**src/rtl/alatch_pkg.sv**
```systemverilog
package alatch_pkg;
  typedef enum logic [1:0] {
    MODE_WRITE = 2'd0,
    MODE_HOLD  = 2'd1,
    MODE_DEMUX = 2'd2,
    MODE_CLEAR = 2'd3
  } mode_e;
endpackage

```
**src/rtl/alatch_mode_dec.sv**
```systemverilog
module alatch_mode_dec
  import alatch_pkg::*;
(
  input  logic  en_ni,
  input  logic  clr_ni,
  output mode_e mode_o
);
  always_comb begin
    unique case ({en_ni, clr_ni})
      2'b01:   mode_o = MODE_WRITE;
      2'b11:   mode_o = MODE_HOLD;
      2'b00:   mode_o = MODE_DEMUX;
      default: mode_o = MODE_CLEAR;
    endcase
  end
endmodule

```
**src/rtl/alatch_addr_dec.sv**
```systemverilog
module alatch_addr_dec #(
  parameter int WIDTH = 8,
  parameter int AW    = $clog2(WIDTH)
) (
  input  logic [AW-1:0]    addr_i,
  output logic [WIDTH-1:0] sel_o
);
  for (genvar i = 0; i < WIDTH; i++) begin : g_sel
    assign sel_o[i] = (addr_i == AW'(i));
  end
endmodule

```
**src/rtl/alatch_next.sv**
```systemverilog
module alatch_next
  import alatch_pkg::*;
#(
  parameter int WIDTH = 8
) (
  input  mode_e            mode_i,
  input  logic [WIDTH-1:0] sel_i,
  input  logic             data_i,
  output logic [WIDTH-1:0] wen_o,
  output logic [WIDTH-1:0] nxt_o
);
  always_comb begin
    wen_o = '0;
    nxt_o = '0;
    unique case (mode_i)
      MODE_WRITE: begin
        wen_o = sel_i;
        nxt_o = sel_i & {WIDTH{data_i}};
      end
      MODE_DEMUX: begin
        wen_o = '1;
        nxt_o = sel_i & {WIDTH{data_i}};
      end
      MODE_CLEAR: wen_o = '1;
      default: ;
    endcase
  end
endmodule

```
**src/rtl/alatch_store.sv**
```systemverilog
module alatch_store #(
  parameter int WIDTH   = 8,
  parameter bit CLOCKED = 1'b1
) (
  input  logic             clk_i,
  input  logic             rst_ni,
  input  logic [WIDTH-1:0] wen_i,
  input  logic [WIDTH-1:0] nxt_i,
  output logic [WIDTH-1:0] q_o
);
  for (genvar i = 0; i < WIDTH; i++) begin : g_bit
    logic bit_q;
    if (CLOCKED) begin : g_ff
      always_ff @(posedge clk_i or negedge rst_ni) begin
        if (!rst_ni)       bit_q <= 1'b0;
        else if (wen_i[i]) bit_q <= nxt_i[i];
      end
    end else begin : g_lat
      // transparent while write enabled; holds on release
      always_latch begin
        if (!rst_ni)       bit_q <= 1'b0;
        else if (wen_i[i]) bit_q <= nxt_i[i];
      end
    end
    assign q_o[i] = bit_q;
  end
endmodule

```
**src/rtl/addr_bit_latch.sv**
```systemverilog
module addr_bit_latch
  import alatch_pkg::*;
#(
  parameter int WIDTH   = 8,
  parameter bit CLOCKED = 1'b1,
  localparam int AW     = $clog2(WIDTH)
) (
  input  logic             clk_i,
  input  logic             rst_ni,
  input  logic             data_i,
  input  logic [AW-1:0]    addr_i,
  input  logic             en_ni,
  input  logic             clr_ni,
  output logic [WIDTH-1:0] q_o
);
  mode_e            mode;
  logic [WIDTH-1:0] sel, wen, nxt;

  alatch_mode_dec u_mode (
    .en_ni  (en_ni),
    .clr_ni (clr_ni),
    .mode_o (mode)
  );

  alatch_addr_dec #(.WIDTH(WIDTH), .AW(AW)) u_dec (
    .addr_i (addr_i),
    .sel_o  (sel)
  );

  alatch_next #(.WIDTH(WIDTH)) u_next (
    .mode_i (mode),
    .sel_i  (sel),
    .data_i (data_i),
    .wen_o  (wen),
    .nxt_o  (nxt)
  );

  alatch_store #(.WIDTH(WIDTH), .CLOCKED(CLOCKED)) u_store (
    .clk_i  (clk_i),
    .rst_ni (rst_ni),
    .wen_i  (wen),
    .nxt_i  (nxt),
    .q_o    (q_o)
  );
endmodule

```
**config.mk**
```make
export PLATFORM = sky130hd
export DESIGN_NAME = addr_bit_latch
export DESIGN_NICKNAME = d
export VERILOG_FILES = /design/src/rtl/alatch_pkg.sv /design/src/rtl/alatch_mode_dec.sv /design/src/rtl/alatch_addr_dec.sv /design/src/rtl/alatch_next.sv /design/src/rtl/alatch_store.sv /design/src/rtl/addr_bit_latch.sv
export SDC_FILE = /design/constraint.sdc
export NUM_CORES = 1
export LEC_CHECK = 0
export ABC_AREA = 1
export BUFFER_PORTS_ARGS = -buffer_cell sky130_fd_sc_hd__buf_4
export CORE_AREA = 2 2 39 41
export CTS_BUF_LIST = sky130_fd_sc_hd__clkbuf_4
export CTS_CLUSTER_DIAMETER = 120
export DETAILED_ROUTE_END_ITERATION = 10
export DIE_AREA = 0 0 41 43
export PLACE_DENSITY = 0.64
export SETUP_SLACK_MARGIN = 0.2
export SLEW_MARGIN = 20
export SYNTH_ARGS = -nofsm -noshare
export SYNTH_HDL_FRONTEND = slang
export SYNTH_SLANG_ARGS = --single-unit
```
**constraint.sdc**
```tcl
create_clock -name clk_i -period 0.9 [get_ports clk_i]
set_input_delay 0.045 -clock clk_i [delete_from_list [all_inputs] [get_ports clk_i]]
set_output_delay 0.045 -clock clk_i [all_outputs]
set_load 0.02 [all_outputs]
```
* Word-level counts from Yosys, hierarchy flattened *
Cells that the tools add are included.

storage, ports and cells
  register bits after elaboration = 8
  bits of input ports = 8

operators by class
  equality and inequality tests = 11
  multiplexer cells = 3
  bitwise operators = 1
  reduce and logical (&&, ||, !) cells = 5

operators by type and width
  kind                                           count
  one-hot mux 8 bit (2 select lines)             1
  == test 3 bit, second input constant           4
  bitwise AND 8 bit                              1
  2-to-1 mux 8 bit                               1
  == test 2 bit, second input constant           3
  == test 3 x 2 -> 1 bit, second input constant  2
  one-hot mux 2 bit (3 select lines)             1
  logical NOT 2 bit                              2
  OR reduction 2 bit                             2
  == test 3 x 1 -> 1 bit, second input constant  1
  logical NOT 3 bit                              1
  == test 2 x 1 -> 1 bit, second input constant  1

* Logic depth before layout (Yosys ltp) *
  depth after elaboration = 5
  mapped depth = 6
  gate-level depth less buffers = 6

* By module *
From an unflattened synthesis, not the netlist that was laid out.

second synthesis, totals
  cell total of the unflattened synthesis = 101
  area, all modules = 588.1 sq um

modules (own cells, without submodules)
  module           times used  cells each  area each (sq um)  seq. area each (sq um)
  alatch_store     1           48          380.4              200.2
  alatch_next      1           36          143.9              0.0
  alatch_addr_dec  1           15          56.3               0.0
  alatch_mode_dec  1           2           7.5                0.0

* Least setup slack after synthesis *
Ideal clock, no wire load.

  kind = flip-flop to flip-flop
  start point = register u_store.g_bit[0].bit_q (netlist name)
  end point = register u_store.g_bit[0].bit_q
  arrival = 0.525 ns
  slack = 0.262 ns
  cell stages (with the launch flop) = 5
  path buffers = 0
  path through = dfrtp_1 nand2_1 nand2_1 nand2_1 inv_1

RTL lines
  what                    RTL line            source
  end signal: assignment  alatch_store.sv:16  else if (wen_i[i]) bit_q <= nxt_i[i];
  end: declaration        alatch_store.sv:12  logic bit_q;

* Worst setup path after layout *
  start point = register u_store.g_bit[3].bit_q
  end point = output port q_o[3]

RTL lines
  what                      RTL line              source
  start: declaration        alatch_store.sv:12
  start signal: assignment  alatch_store.sv:16
  end: declaration          addr_bit_latch.sv:14  output logic [WIDTH-1:0] q_o

No word-level cell between the ends.

==> results.txt <==
# IOs -> 16
Drt first pass iters -> 4
Fill cells -> 145
Area leader, netlist -> dfrtp_1
Reg-to-reg slack, setup -> 0.11 ns
ANT cells -> 0
CP max-delay cell -> dfrtp_1
Area occupied by registers -> 200 um2
Worst-path clk slew -> 0.05 ns
Vias in the first global route -> 368
Syn Nets -> 84
Initial antenna violation count -> 0
Clk buf depth -> 2
Full die area -> 0.00176 mm2
Area growth from synthesis to layout -> 27.2%
Slew headroom -> 0.842
Final min period -> 0.826 ns
Layout cells sized above 1 -> 0.333
Setup TNS -> 0 ns
Mapped Cells -> 76
Crit. End Element -> output port
I/O Buffers -> 15
CP required -> 0.85 ns
Worst hold path type -> primary input to flop
Final hold vios -> 0
GRT Util Overall -> 0.129
Final WL -> 929 um
Maxcap violations -> 0
Status -> finished, final reports clean
Final Max Tran Viols -> 0
Via density -> 4.19
Multi-input logic area -> 216 um2
Largest regs -> u_store.g_bit.bit_q (8)
Worst Reg2Reg Path Length in Cells -> 5
RSZ-0062 raised after global routing -> true
Worst path bufs/invs -> 1
Max Fclk -> 1210 MHz
Core ar. -> 0.00138 mm2
Worst-Margin Slew -> 0.236 ns
Nets -> 97
Setup Skew -> 0 ns
Post-DP HPWL -> 716 um
Reg2reg end -> u_store.g_bit[7].bit_q
Mapped Area -> 538 um2
Cell class contributing the biggest share of worst-path delay -> flip-flops
Commonest cells after routing, fill and taps aside -> nand2_1, inv_1, buf_6
Period utilization -> 0.918
CTS H-tree lvls -> 1
Worst r2r src -> u_store.g_bit[7].bit_q
Commonest non-fill, non-tap cell in the layout -> nand2_1
Synthesized area per cell -> 7.08 um2
Clk sinks -> 8
Clock buffer count from CTS -> 3
Setup CP Type -> flop to output port
Synth warn -> 0
Startpoint Class -> flop
Power per cell area -> 1280 mW/mm2
Area share of the largest cell type after synthesis -> 0.372
Library cells used by synthesis -> 12
Root Buffer -> clkbuf_4
Util after Layout -> 0.495
Die width -> 41 um
CP max FO -> 2
Initial Utilization -> 0.389
Placer Congestion -> 0.747
Initial drt markers -> 14
Post-DRT Antenna Nets -> 0
Critical Path AT -> 0.78 ns
Top cells by area, synth -> dfrtp_1, nand2_1, buf_4
Pin count of the biggest net entering global routing -> 9
Seq/Total Area, Yosys -> 0.372
Via count -> 432
DR DRC count -> 0
First-pass GRT wire length -> 1.52 mm
Hold wc startpoint -> addr_i[2]
Max VDD drop -> 0.478 mV
CTS tree -> yes
WHS Path Cells -> 5
WHS Endpoint -> u_store.g_bit[0].bit_q
Wire length per cell -> 9.02 um
Latest clock arrival within the worst-skew pair -> 0.25 ns
Crit-path cells -> buf_6
Final setup fails -> 0
CP peak stage delay -> 0.39 ns
Height of the die -> 43 um
Leak -> 0.000417 uW
Total overflow reported by the global router -> 0
Largest register FFs -> 8
Top reg by flops -> u_store.g_bit.bit_q
Yosys reg bits -> 8
Std-Cell Rows -> 14
worst max-delay path by stage:
stage                           start                     end  depth (start not counted)  slack (ns)
5_1_grt        u_store.g_bit[3].bit_q                  q_o[3]                          1        0.04
2_1_floorplan  u_store.g_bit[0].bit_q  u_store.g_bit[0].bit_q                          4        0.26
6_report       u_store.g_bit[3].bit_q                  q_o[3]                          1        0.07
3_3_place_gp                addr_i[1]  u_store.g_bit[0].bit_q                          5        0.19
4_1_cts        u_store.g_bit[3].bit_q                  q_o[3]                          1        0.07
3_5_place_dp                addr_i[1]  u_store.g_bit[0].bit_q                          5        0.19
cell usage after synthesis, drive strengths merged:
cell type,count
buf,8
nand3,8
dfrtp,8
nand2,33
nor2,5
clkbuf,1
inv,13
metal layers:
| layer | track usage | part of all wire | vias to the layer above |
|---|---|---|---|
| li1 | - | - | 237 |
| met1 | 0.170 | 0.49 | 178 |
| met2 | 0.172 | 0.44 | 15 |
| met3 | 0.0314 | 0.056 | 2 |
| met4 | 0.100 | 0.0086 | 0 |
| met5 | 0 | 0 | - |
power by group:
group | internal (uW) | switching (uW) | total (uW) | leakage, uW
registers | 380 | 14.1 | 394 | 0.000108
clock network | 153 | 124 | 277 | 0.0000138
logic | 93.3 | 114 | 207 | 0.000295
metrics by stage:
step	instances	hold WS, ns	setup slack [ns]	area, um2	power, uW
6_report	103	0.126	0.0739	684	878
5_1_grt	103	0.150	0.0433	684	922
4_1_cts	103	0.129	0.0659	676	879
3_5_place_dp	98	-0.130	0.189	606	585
3_3_place_gp	98	-0.133	0.188	606	580
2_1_floorplan	76	-0.251	0.262	538	523
what timing repair did:
| item | 4_1_cts | 5_1_grt |
|---|---|---|
| endpoints found under the hold margin | 8 | 0 |
| resized for setup | 8 | 3 |
| pin swaps | 4 | 12 |
| buffers inserted | 1 | 0 |
| hold buffers | 1 | 0 |
| setup endpoints to repair | 10 | 16 |
logic make-up after synthesis:
| kind of cell | share of synthesized area |
|---|---|
| simple gates | 0.393 |
| buf+inv | 0.235 |
| flops | 0.372 |
final cells by class:
class	instances	share of cell area
well taps	16	0.0293
multi-input cells	46	0.316
clock buffers	3	0.0329
flip-flops and latches	8	0.293
repair buffers	17	0.239
inverters	13	0.0896
No activity file was read; power rests on OpenSTA's default activity.
